### src/rtl/ddr_cmd_tracker.sv
module ddr_cmd_tracker #(
  parameter int ADDR_W      = 12,
  parameter int BA_W        = 2,
  parameter int BURST_LEN   = 4,
  parameter int PRE_ALL_BIT = 8
) (
  input  logic                   clk,
  input  logic                   rst_n,
  input  logic                   cke,
  input  logic                   cs_n,
  input  logic                   ras_n,
  input  logic                   cas_n,
  input  logic                   we_n,
  input  logic [BA_W-1:0]        ba,
  input  logic [ADDR_W-1:0]      addr,
  output logic [2:0]             cmd_o,
  output logic [BA_W-1:0]        bank_o,
  output logic [(1<<BA_W)-1:0]   bank_open_o,
  output logic [1:0]             pwr_state_o,
  output logic                   mode_wr_o,
  output logic                   mode_ext_o,
  output logic [ADDR_W-1:0]      mode_op_o,
  output logic                   proto_err_o,
  output logic                   cke_err_o
);
  localparam int NBANK = 1 << BA_W;
  localparam int CW    = $clog2(BURST_LEN + 1);

  typedef enum logic [2:0] {
    C_NOP = 3'd0, C_ACT = 3'd1, C_RD = 3'd2, C_WR = 3'd3,
    C_PRE = 3'd4, C_REF = 3'd5, C_MRS = 3'd6, C_BST = 3'd7
  } cmd_t;

  typedef enum logic [1:0] {
    P_NORM = 2'd0, P_PPD = 2'd1, P_APD = 2'd2, P_SR = 2'd3
  } pwr_t;

  cmd_t             raw, eff;
  pwr_t             pst, pst_d;
  logic [NBANK-1:0] bank_q, bank_d, sel;
  logic [CW-1:0]    cnt, cnt_d;

  wire normal   = (pst == P_NORM);
  wire entry    = normal && !cke;
  wire busy     = (cnt != '0);
  wire any_open = |bank_q;
  wire tgt_open = |(bank_q & sel);
  assign sel = NBANK'(1) << ba;

  always_comb begin
    raw = C_NOP;
    if (!cs_n) begin
      case ({ras_n, cas_n, we_n})
        3'b011:  raw = C_ACT;
        3'b101:  raw = C_RD;
        3'b100:  raw = C_WR;
        3'b010:  raw = C_PRE;
        3'b001:  raw = C_REF;
        3'b000:  raw = C_MRS;
        3'b110:  raw = C_BST;
        default: raw = C_NOP;
      endcase
    end
  end

  always_comb begin
    if (!normal)   eff = C_NOP;
    else if (!cke) eff = (raw == C_REF) ? C_REF : C_NOP;
    else           eff = raw;
  end

  wire is_rw    = (eff == C_RD) || (eff == C_WR);
  wire err_act  = (eff == C_ACT) && tgt_open;
  wire err_rw   = is_rw && !tgt_open;
  wire err_open = ((eff == C_REF) || (eff == C_MRS)) && any_open;
  wire err_msel = (eff == C_MRS) && (ba > BA_W'(1));
  wire perr     = err_act || err_rw || err_open || err_msel;
  wire bank_cmd = (eff == C_ACT) || is_rw || (eff == C_PRE);

  always_comb begin
    bank_d = bank_q;
    if (!perr) begin
      if (eff == C_ACT)      bank_d = bank_q | sel;
      else if (eff == C_PRE) bank_d = addr[PRE_ALL_BIT] ? '0 : (bank_q & ~sel);
    end
  end

  always_comb begin
    pst_d = pst;
    if (normal) begin
      if (!cke) begin
        if ((eff == C_REF) && !any_open) pst_d = P_SR;
        else if (any_open)               pst_d = P_APD;
        else                             pst_d = P_PPD;
      end
    end else if (cke) begin
      pst_d = P_NORM;
    end
  end

  always_comb begin
    cnt_d = cnt;
    if (entry)                cnt_d = '0;
    else if (is_rw && !perr)  cnt_d = CW'(BURST_LEN);
    else if (eff == C_BST)    cnt_d = '0;
    else if (busy)            cnt_d = cnt - CW'(1);
  end

  always_ff @(posedge clk or negedge rst_n) begin
    if (!rst_n) begin
      pst         <= P_NORM;
      bank_q      <= '0;
      cnt         <= '0;
      cmd_o       <= 3'd0;
      bank_o      <= '0;
      mode_wr_o   <= 1'b0;
      mode_ext_o  <= 1'b0;
      mode_op_o   <= '0;
      proto_err_o <= 1'b0;
      cke_err_o   <= 1'b0;
    end else begin
      pst         <= pst_d;
      bank_q      <= bank_d;
      cnt         <= cnt_d;
      cmd_o       <= eff;
      proto_err_o <= perr;
      cke_err_o   <= entry && busy;
      mode_wr_o   <= (eff == C_MRS) && !perr;
      if (bank_cmd) bank_o <= ba;
      if ((eff == C_MRS) && !perr) begin
        mode_ext_o <= ba[0];
        mode_op_o  <= addr;
      end
    end
  end

  assign bank_open_o = bank_q;
  assign pwr_state_o = ((pst == P_SR) && cke) ? P_NORM : pst;
endmodule

### config.mk
export PLATFORM = sky130hd
export DESIGN_NAME = ddr_cmd_tracker
export DESIGN_NICKNAME = d
export VERILOG_FILES = /design/src/rtl/ddr_cmd_tracker.sv
export SDC_FILE = /design/constraint.sdc
export NUM_CORES = 1
export LEC_CHECK = 0
export BUFFER_PORTS_ARGS = -buffer_cell sky130_fd_sc_hd__buf_2
export CAP_MARGIN = 15
export CORE_ASPECT_RATIO = 0.7
export CORE_MARGIN = 2
export CORE_UTILIZATION = 52
export CTS_BUF_LIST = sky130_fd_sc_hd__clkbuf_4
export DETAILED_ROUTE_END_ITERATION = 8
export PLACE_DENSITY = 0.81
export SLEW_MARGIN = 20
export SYNTH_ARGS = -nofsm -noshare
export SYNTH_HDL_FRONTEND = slang
export SYNTH_SLANG_ARGS = --single-unit
### constraint.sdc
create_clock -name clk -period 2.1 [get_ports clk]
set_clock_uncertainty 0.1 [all_clocks]
set_input_delay 0.21 -clock clk [delete_from_list [all_inputs] [get_ports clk]]
set_output_delay 0.21 -clock clk [all_outputs]
set_load 0.1 [all_outputs]
=== Yosys cells after proc, flatten, opt, wreduce, memory -nomap -nowiden ===
Cells that the tools add are included.

* Register bits after elaboration: 30
* Input port bits: 21
* Output and inout bits: 27
* Logic and storage cells: 83

* Add/sub/neg operators: 1
* Magnitude comparators: 1
* Eq/ne operators: 16
* Shifts and indexed selects: 1
* Muxes and demuxes: 18
* Bitwise gates (word level): 5
* Reduce and logical (&&, ||, !) cells: 31

{| class="wikitable"
|+ Operators with widths
! kind !! number
|-
| equality test 3 bit, second input constant || 8
|-
| two-way mux 3 bit || 8
|-
| one-hot mux 3 bit (7 select lines) || 1
|-
| equality test 3 x 2 -> 1 bit, second input constant || 4
|-
| two-way mux 2 bit || 6
|-
| two-way mux 4 bit || 3
|-
| logical AND 1 bit || 10
|-
| bitwise AND 4 bit || 2
|-
| OR reduction 4 bit || 2
|-
| logical OR 1 bit || 7
|-
| equality test 3 x 1 -> 1 bit, second input constant || 2
|-
| logical NOT 1 bit || 4
|-
| NOT 4 bit || 1
|-
| OR 4 bit || 1
|-
| AND reduction 2 bit || 2
|-
| nonzero test 2 bit || 2
|-
| nonzero test 4 bit || 1
|-
| << shifter 1 x 2 -> 4 bit, first input constant || 1
|-
| logical NOT 3 bit || 1
|-
| nonzero test 3 bit || 1
|-
| subtractor 3 x 1 -> 3 bit, second input constant || 1
|-
| equality test 2 bit, second input constant || 1
|-
| greater-than comparator 2 x 1 -> 1 bit, second input constant || 1
|-
| logical NOT 2 bit || 1
|-
| other kinds (2) || 2
|}

=== Logic depth before layout (Yosys ltp) ===
Gate-level depths: netlist of the first run.

* Word-level depth: 17
* Gate-level depth with buffers: 5
* Mapped depth without buffers: 5

=== Least setup slack after synthesis of the first run ===
OpenSTA, ideal clock, no wires.

* Kind: flip-flop to output port
* Start: register pst[1]
* End: output pwr_state_o[1]
* Data arrival time: 2.647 ns
* Required time: 1.790 ns
* Setup slack: -0.857 ns
* Stages on the path, launching flop included: 2
* Buffers on the path: 0
* Cells stage by stage: dfrtp_1 > a21boi_0

* Word-level cells in the longest chain between the ends: 3

{| class="wikitable"
|+ RTL lines
! item !! RTL line !! RTL
|-
| start, declared || 39 || <nowiki>pwr_t pst, pst_d;</nowiki>
|-
| start signal, assigned || 122 || <nowiki>pst <= pst_d;</nowiki>
|-
| equality test 2 bit || 138 || <nowiki>assign pwr_state_o = ((pst == P_SR) && cke) ? P_NORM : pst;</nowiki>
|-
| logical AND 1 bit || 138 ||
|-
| two-way mux 2 bit (*) || 138 ||
|-
| end, declared || 19 || <nowiki>output logic [1:0] pwr_state_o,</nowiki>
|}

Mark *: on every way between the ends. The rest lies on a longest branch, timed or not.

=== Final worst setup path of the first run ===
* Start: input cs_n
* End: register mode_op_o[9]

* Word-level cells in the longest chain between the ends: 13
* Elaborated cells on any way between the ends: 21
* Those cells by class: 6 x eq/ne; 4 x mux; 11 x reduce/logical

{| class="wikitable"
|+ RTL lines
! item !! RTL line !! RTL
|-
| start, declared || 10 || <nowiki>input logic cs_n,</nowiki>
|-
| two-way mux 3 bit (*) || 52 || <nowiki>if (!cs_n) begin</nowiki>
|-
| equality test 3 bit || 68 || <nowiki>else if (!cke) eff = (raw == C_REF) ? C_REF : C_NOP;</nowiki>
|-
| two-way mux 3 bit || 68 ||
|-
| two-way mux 3 bit (*) || 68 ||
|-
| two-way mux 3 bit (*) || 67 || <nowiki>if (!normal) eff = C_NOP;</nowiki>
|-
| equality test 3 x 2 -> 1 bit || 72 || <nowiki>wire is_rw = (eff == C_RD) || (eff == C_WR);</nowiki>
|-
| logical OR 1 bit || 72 ||
|-
| logical AND 1 bit || 74 || <nowiki>wire err_rw = is_rw && !tgt_open;</nowiki>
|-
| logical OR 1 bit (3 in series) || 77 || <nowiki>wire perr = err_act || err_rw || err_open || err_msel;</nowiki>
|-
| logical NOT 1 bit || 130 || <nowiki>if ((eff == C_MRS) && !perr) begin</nowiki>
|-
| logical AND 1 bit (*) || 130 ||
|-
| end signal, assigned || 132 || <nowiki>mode_op_o <= addr;</nowiki>
|-
| end, declared || 22 || <nowiki>output logic [ADDR_W-1:0] mode_op_o,</nowiki>
|}

Marks and branches as above.
A chain may end at the register's enable or synchronous reset.

==> results of run 1 <==
==> layer usage <==
layer  vias up  global-route usage (%)  wire length (µm)
met5         -                       0                 0
met4         0                    8.00                45
met3         7                    7.39               223
met2        42                    29.2              1340
met1       553                    29.4              1470
li1        557                       -                 -
==> critical path: cells and delay by family <==
| family | cells | cell delay [ns] |
|---|---|---|
| buf+inv | 3 | 0.91 |
| mux | 1 | 0.31 |
| simple gates | 2 | 0.49 |
==> timing repair <==
item / in CTS / in global routing
hold buffers: 10 / 2
endpoints found under the setup margin: 0 / 0
endpoints found under the hold margin: 39 / 2
==> sequential cells by signal, indices dropped and copies added (netlist names) <==
name,cells
pst,2
bank_open_o,4
mode_ext_o,1
proto_err_o,1
cke_err_o,1
cnt,3
cmd_o,3
mode_op_o,12
bank_o,2
mode_wr_o,1
==> final timing paths <==
| kind | from | endpoint | slack (ns) |
|---|---|---|---|
| setup reg to reg | bank_open_o[2]$_DFFE_PN0P_ | mode_op_o[9]$_DFFE_PN0P_ | 0.34 |
| hold reg to reg | mode_op_o[0]$_DFFE_PN0P_ | mode_op_o[0]$_DFFE_PN0P_ | 0.41 |
| max in group asynchronous | rst_n | bank_open_o[2]$_DFFE_PN0P_ | 1.10 |
| hold / removal | addr[4] | mode_op_o[4]$_DFFE_PN0P_ | 0.02 |
| min in group asynchronous | rst_n | mode_op_o[10]$_DFFE_PN0P_ | 0.34 |
| setup / recovery | cs_n | mode_op_o[9]$_DFFE_PN0P_ | 0.30 |
==> metrics by stage <==
stage	cells	hold slack (ns)	setup slack, ns
after global placement	197	0.167	0.398
after CTS	215	0.00160	0.306
after floorplan	118	-0.186	-0.133
after global routing	217	0.000749	0.226
final	217	0.0211	0.304
after detailed placement	197	0.184	0.365
==> layout make-up <==
cell class / instances / area share (%)
well taps: 36 / 2.28
multi-input cells: 75 / 35.3
inverters: 6 / 1.14
clock buffers: 5 / 1.90
flip-flops and latches: 30 / 38.3
repair buffers: 62 / 19.1
clock inverters: 3 / 2.03
==> logic make-up after synthesis <==
logic type | Yosys count
fa+ha+maj | 4
simple gates | 28
flops | 30
compound gates | 22
buf+inv | 13
mux | 19
xor+xnor | 2
==> cell usage after synthesis (3+ instances only) <==
library cell and instances:
o211ai_1 3, and2_1 3, mux2_2 6, dfrtp_1 30
mux2_4 11, ha_1 3, nor2b_1 4, buf_2 3
inv_1 6, nor2_1 5, a22o_1 5
==> metrics.txt, run 1 <==
Die Wd 68.5 µm; post-route cell area 0.00198 mm²; worst-margin pin slew approximately 0.66 ns; Slew headroom 55.7%; drt wl/cell between 10 and 15 µm; most used flip-flop cell after synthesis dfrtp_1; clk_lat worst skew 0.33 ns; Inserted Clock Buffers 5; cells resized by post-CTS repair 0; Hold Path Depth 2; H-tree depth reported by CTS 2; DP Area approximately 0.0018 mm²; Post-CTS Setup Bufs 0; final core occ between 70% and 80%; crit end category flop; routability congestion estimate between 0.7 and 0.8; Yosys reg bits 30; Synth Area in Simple Gates about an eighth; row count 16; Yosys top cell area share approximately 50%; Final period util 85.5%; die height about 50 µm; sequential cell area 756 µm²; crit path max fanout 13; Worst Path Arrival 1.92 ns; ant diodes 0; DR iter-0 viols 50; main combinational cell family by area after synthesis multiplexers; Clock Tree Root clkbuf_4; EDFF count, synth 0; CP Launch Type primary input; CTS tree built; Synth Area in Adders 3.14%; total routed wirelength 3080 µm; drt pass-1 iters 4; Port-buffer cells 47; Max Slew Vio Count 0; die footprint 0.00337 mm²; Area contributors post-synth dfrtp_1 50%, mux2_4 11%, mux2_2 4.5%, a22o_1 2.9%, ha_1 2.5%; Final ANT Viol Nets 0; Total GRT Usage 20.8%; vias in the first global route 1114; Crit path required time 2.22 ns; fraction of layout cells with a size suffix above 1 47.0%; Synth Warn # 0; Starting Density a little over half; fill count 194; post-synthesis compound-gate area fraction between 10% and 20%; Mapped Area 0.00152 mm²; mux cell area share after synthesis 17.5%; Async SR Flop Fraction 100%; max_cap viols 0; cell taking the most area after synthesis dfrtp_1; routed vias 1159; Cells after Synth around 120; syn_nets 142; commonest cells after routing, fill and taps aside 47 x buf_2, 26 x dfrtp_1, 12 x dlygate4sd3_1; Setup Total Neg Slack 0 ns; status completed; antenna violations before repair 0; commonest non-fill, non-tap cell in the layout buf_2; Remaining DRCs 0; global-route wire length before repair 5130 µm; mean post-synth cell area 12.8 µm²; footprint of the multi-input gates 697 µm²; Hold Violations, Final 0; DR vias/cell 5.34; clock sinks 30; Worst-path clk slew 0.09 ns; core area 0.00278 mm²; R2R cell count 4; Worst Hold Class in2reg; RSZ-0062 raised after global routing false; slowest stage delay, CP about 0.53 ns; xor/xnor cell area share of the yosys netlist 1.16%; Final Critical Period 1.80 ns; Yosys cell types 41; slowest cell on the critical path dlygate4sd3_1; io pins 48; Critical Path, Cell by Cell dlygate4sd3_1 > buf_2 > nor4b_2 > nand4_2 > buf_4 > mux2_4; CP Class in2reg; pin count of the biggest net entering global routing 31; Max Freq 557 MHz; Seq/Total Area, Yosys 49.5%; detailed placer's ending HPWL between 2000 and 2500 µm; GR Overflow Total 0; Final Setup Violations 0; Area growth syn-to-layout 30.4%; CTS Buffer Depth 2; # nets final 204
Power of run 1 is not shown: default switching activity piles up to over one toggle a cycle in this logic, so the estimate is an artifact.
==> inputs of run 2 (changes only) <==
- PLACE_DENSITY: 0.81 -> unset
- PLACE_DENSITY_LB_ADDON: unset -> 0.25
==> metrics.txt, run 2 (synthesized netlist as in run 1, its figures left out) <==
cells resized by post-CTS repair 0 (unchanged); Max Slew Vio Count 0 (unchanged); Worst Hold Class in2reg (unchanged); Area growth syn-to-layout 23.5% (was 30.4%); Total GRT Usage 20.1% (was 20.8%); drt pass-1 iters 4 (unchanged); Slew headroom 56.7% (was 55.7%); Remaining DRCs 0 (unchanged); Port-buffer cells 47 (unchanged); ant diodes 0 (unchanged); fin cells 209 (was 217); pin count of the biggest net entering global routing 31 (unchanged); max_cap viols 0 (unchanged); R2R cell count 4 (unchanged); Worst-path clk slew 0.10 ns (was 0.09 ns); Final Critical Period 1.81 ns (was 1.80 ns); detailed placer's ending HPWL 2270 µm (was 2180 µm); Die Wd 68.5 µm (unchanged); row count 16 (unchanged); CP Class in2reg (unchanged); total routed wirelength 3130 µm (was 3080 µm); global-route wire length before repair 4970 µm (was 5130 µm); Clock Tree Root clkbuf_4 (unchanged); GR Overflow Total 0 (unchanged); CTS tree built (unchanged); Starting Density 54.5% (unchanged); core area 0.00278 mm² (unchanged); Inserted Clock Buffers 5 (unchanged); die height 49.2 µm (unchanged); crit path max fanout 11 (was 13); placed cells 197 (unchanged); antenna violations before repair 0 (unchanged); vias in the first global route 1110 (was 1114); worst-margin pin slew 0.633 ns (was 0.664 ns); routability congestion estimate 0.865 (was 0.798); DR vias/cell 5.32 (was 5.34); Worst Path Arrival 1.91 ns (was 1.92 ns); drt wl/cell 15.0 µm (was 14.2 µm); crit end category flop (unchanged); clk_lat worst skew 0.32 ns (was 0.33 ns); Final period util 86.0% (was 85.5%); DR iter-0 viols 53 (was 50); fraction of layout cells with a size suffix above 1 48.6% (was 47.0%); commonest non-fill, non-tap cell in the layout buf_2 (unchanged); clock sinks 30 (unchanged); CTS Buffer Depth 2 (unchanged); io pins 48 (unchanged); Final ANT Viol Nets 0 (unchanged); die footprint 0.00337 mm² (unchanged); Hold Path Depth 2 (unchanged); RSZ-0062 raised after global routing false (unchanged); # nets final 196 (was 204); Crit path required time 2.20 ns (was 2.22 ns); Largest Register mode_op_o (unchanged); Max Freq 553 MHz (was 557 MHz); H-tree depth reported by CTS 2 (unchanged); CP Launch Type primary input (unchanged); routed vias 1111 (was 1159); Hold Violations, Final 0 (unchanged); Final Setup Violations 0 (unchanged); commonest cells after routing, fill and taps aside 47 x buf_2, 26 x dfrtp_1, 11 x mux2_4 (was 47 x buf_2, 26 x dfrtp_1, 12 x dlygate4sd3_1); status completed (unchanged); max reg flops 12 (unchanged)
[run 2: timing repair]
item / CTS / global route
hold endpoints to repair: 31 / 2
buffers inserted: 0 / 0
setup endpoints to repair: 0 / 0
hold buffers: 2 / 2
[run 2: layout make-up]
| type | count | area, µm² |
|---|---|---|
| multi-input cells | 75 | 697 |
| clock inverters | 2 | 8.76 |
| fillers | 215 | 911 |
| flip-flops and latches | 30 | 756 |
| repair buffers | 54 | 298 |
| well taps | 36 | 45.0 |
| clock buffers | 6 | 45.0 |
| inverters | 6 | 22.5 |
[run 2: path summary, 6_finish.rpt]
path / endpoint / startpoint / slack [ns]
min: mode_op_o[4]$_DFFE_PN0P_ / addr[4] / 0.02
min in group asynchronous: mode_op_o[1]$_DFFE_PN0P_ / rst_n / 0.36
max reg2reg: bank_o[1]$_DFFE_PN0P_ / pst[0]$_DFFE_PN0P_ / 0.39
min reg2reg: mode_op_o[11]$_DFFE_PN0P_ / mode_op_o[11]$_DFFE_PN0P_ / 0.41
max in group asynchronous: bank_open_o[2]$_DFFE_PN0P_ / rst_n / 1.05
max: bank_o[1]$_DFFE_PN0P_ / cs_n / 0.29
[run 2: layer usage]
| layer | part of all wire, % | GRT usage, % |
|---|---|---|
| met2 | 45 | 30.8 |
| met3 | 6.5 | 6.24 |
| met1 | 47 | 26.8 |
| met4 | 1.5 | 7.00 |
| met5 | 0 | 0 |
[run 2: per-stage QoR]
stage	setup TNS (ns)	util, %	cell area, µm²	setup WS (ns)	hold WS (ns)
after detailed placement	0	63.9	1780	0.405	0.181
after floorplan	-0.265	-	1520	-0.133	-0.186
after CTS	0	66.5	1850	0.298	0.000398
final	0	67.3	1870	0.293	0.0167
after global routing	0	67.3	1870	0.234	0.000528
after global placement	0	63.9	1780	0.414	0.163
[run 2: worst max-delay path, cell delays in order]
cell and delay (ns):
dlygate4sd3_1 0.53, buf_2 0.15, nor4b_2 0.34, buf_4 0.23, o21ai_0 0.15, mux2_2 0.31
Power of run 2 is left out for the same reason.
==> inputs of run 3 (changes only) <==
- SETUP_SLACK_MARGIN: unset -> 0.3
==> metrics.txt, run 3 (synthesized netlist as in run 1, its figures left out) <==
status completed (unchanged); Port-buffer cells 47 (unchanged); R2R Setup Slk 0.31 ns (was 0.39 ns); Clock Tree Root clkbuf_4 (unchanged); fraction of layout cells with a size suffix above 1 48.6% (unchanged); vias in the first global route 1102 (was 1110); met3 WL 284 µm (was 203 µm); Hold Path Depth 2 (unchanged); routability congestion estimate 0.801 (was 0.865); Final ANT Viol Nets 0 (unchanged); Inserted Clock Buffers 5 (unchanged); Area growth syn-to-layout 27.4% (was 23.5%); # nets final 196 (unchanged); CP bufs+invs 0 (was 3); ant diodes 0 (unchanged); crit path max fanout 4 (was 11); max_cap viols 0 (unchanged); clk_lat worst skew 0.33 ns (was 0.32 ns); max reg flops 12 (unchanged); crit end category flop (unchanged); worst reg2reg startpoint bank_open_o[3]$_DFFE_PN0P_ (was pst[0]$_DFFE_PN0P_); slowest cell on the critical path mux4_2 (was dlygate4sd3_1); RSZ-0062 raised after global routing true (was false); worst-margin pin slew 0.655 ns (was 0.633 ns); Worst Hold Class in2reg (unchanged); wl on met1 1440 µm (was 1470 µm); core area 0.00278 mm² (unchanged); detailed placer's ending HPWL 2370 µm (was 2270 µm); Remaining DRCs 0 (unchanged); GR Overflow Total 0 (unchanged); Final period util 85.1% (was 86.0%); commonest non-fill, non-tap cell in the layout buf_2 (unchanged); CP Class reg2reg (was in2reg); Critical Path, Cell by Cell mux4_2 > mux2_4 > a32o_1 (was dlygate4sd3_1 > buf_2 > nor4b_2 > buf_4 > o21ai_0 > mux2_2); Starting Density 54.5% (unchanged); Max Slew Vio Count 0 (unchanged); antenna violations before repair 0 (unchanged); Total GRT Usage 21.4% (was 20.1%); Worst Path Arrival 1.90 ns (was 1.91 ns); die footprint 0.00337 mm² (unchanged); Slew headroom 56.3% (was 56.7%); CP Launch Type flop (was primary input); Top delay family on crit path multiplexers (was buffers and inverters); H-tree depth reported by CTS 2 (unchanged); global-route wire length before repair 5250 µm (was 4970 µm); highest routed layer met4 (unchanged); total routed wirelength 3250 µm (was 3130 µm); Post-CTS Setup Bufs 0 (unchanged); Hold Violations, Final 0 (unchanged); Crit path required time 2.22 ns (was 2.20 ns); pin count of the biggest net entering global routing 31 (unchanged); Die Wd 68.5 µm (unchanged); io pins 48 (unchanged); HP Start addr[10] (was addr[4]); Setup Total Neg Slack 0 ns (unchanged); clock sinks 30 (unchanged); Max Freq 560 MHz (was 553 MHz); slowest stage delay, CP 0.54 ns (was 0.53 ns); DR iter-0 viols 30 (was 53); CTS tree built (unchanged); Largest Register mode_op_o (unchanged); Final Critical Period 1.79 ns (was 1.81 ns); WHS Endpoint mode_op_o[10]$_DFFE_PN0P_ (was mode_op_o[4]$_DFFE_PN0P_); R2R cell count 3 (was 4); Worst-path clk slew 0.10 ns (about the same); commonest cells after routing, fill and taps aside 45 x buf_2, 25 x dfrtp_1, 11 x mux2_4 (was 47 x buf_2, 26 x dfrtp_1, 11 x mux2_4); Final Setup Violations 0 (unchanged); drt pass-1 iters 4 (unchanged); row count 16 (unchanged); DR vias/cell 5.53 (was 5.32); die height 49.2 µm (unchanged); RR Endpoint proto_err_o$_DFF_PN0_ (was bank_o[1]$_DFFE_PN0P_); Worst path depth 3 (was 6); routed vias 1156 (was 1111); drt wl/cell 15.5 µm (was 15.0 µm); CP startpoint bank_open_o[3]$_DFFE_PN0P_ (was cs_n); CTS Buffer Depth 2 (unchanged); met2 WL 1480 µm (was 1420 µm)
==> run 3: changes by cell type in the layout (fill, tap and decap cells not counted), sizes merged <==
| cell | before | now |
|---|---|---|
| dlygate4sd3 | 4 | 5 |
| clkinv | 2 | 1 |
| buf | 50 | 48 |
| clkbuf | 6 | 7 |
| bufinv | 0 | 1 |
==> run 3: stage by stage <==
step	area [µm²]	instances	hold slack, ns	setup WS, ns	utilization [%]
global route	1930	209	0.00298	0.285	69.4
global placement	1790	196	0.162	0.341	64.2
CTS	1890	206	0.00217	0.308	67.8
finish	1930	209	0.0119	0.314	69.4
detailed placement	1790	196	0.176	0.328	64.2
floorplan	1540	118	-0.186	-0.133	-
==> run 3: how the worst max path moves through the flow <==
stage                                 end  slack (ns)
floorplan                  pwr_state_o[1]       -0.13
global placement    proto_err_o$_DFF_PN0_        0.34
detailed placement  bank_o[1]$_DFFE_PN0P_        0.33
CTS                 bank_o[1]$_DFFE_PN0P_        0.31
global route        proto_err_o$_DFF_PN0_        0.28
finish              proto_err_o$_DFF_PN0_        0.31
==> run 3: what timing repair did <==
item	in CTS	in global routing
hold endpoints to repair	31	3
endpoints found under the setup margin	0	18
gates resized for setup	0	5
hold buffers	2	3
==> run 3: cell type report <==
cell class	count	area, µm²
Sequential cell	30	764
Multi-Input combinational cell	75	714
Clock inverter	2	33.8
Clock buffer	6	45.0
Fill cell	209	852
Tap cell	36	45.0
Inverter	6	22.5
Timing Repair Buffer	54	305
==> run 3: per-layer routing <==
metal	GRT usage, %	vias to the layer above
met4	5.00	0
met2	33.3	52
met3	6.47	5
met1	29.1	560
li1	-	539
met5	0	-
Power of run 3 is left out for the same reason.
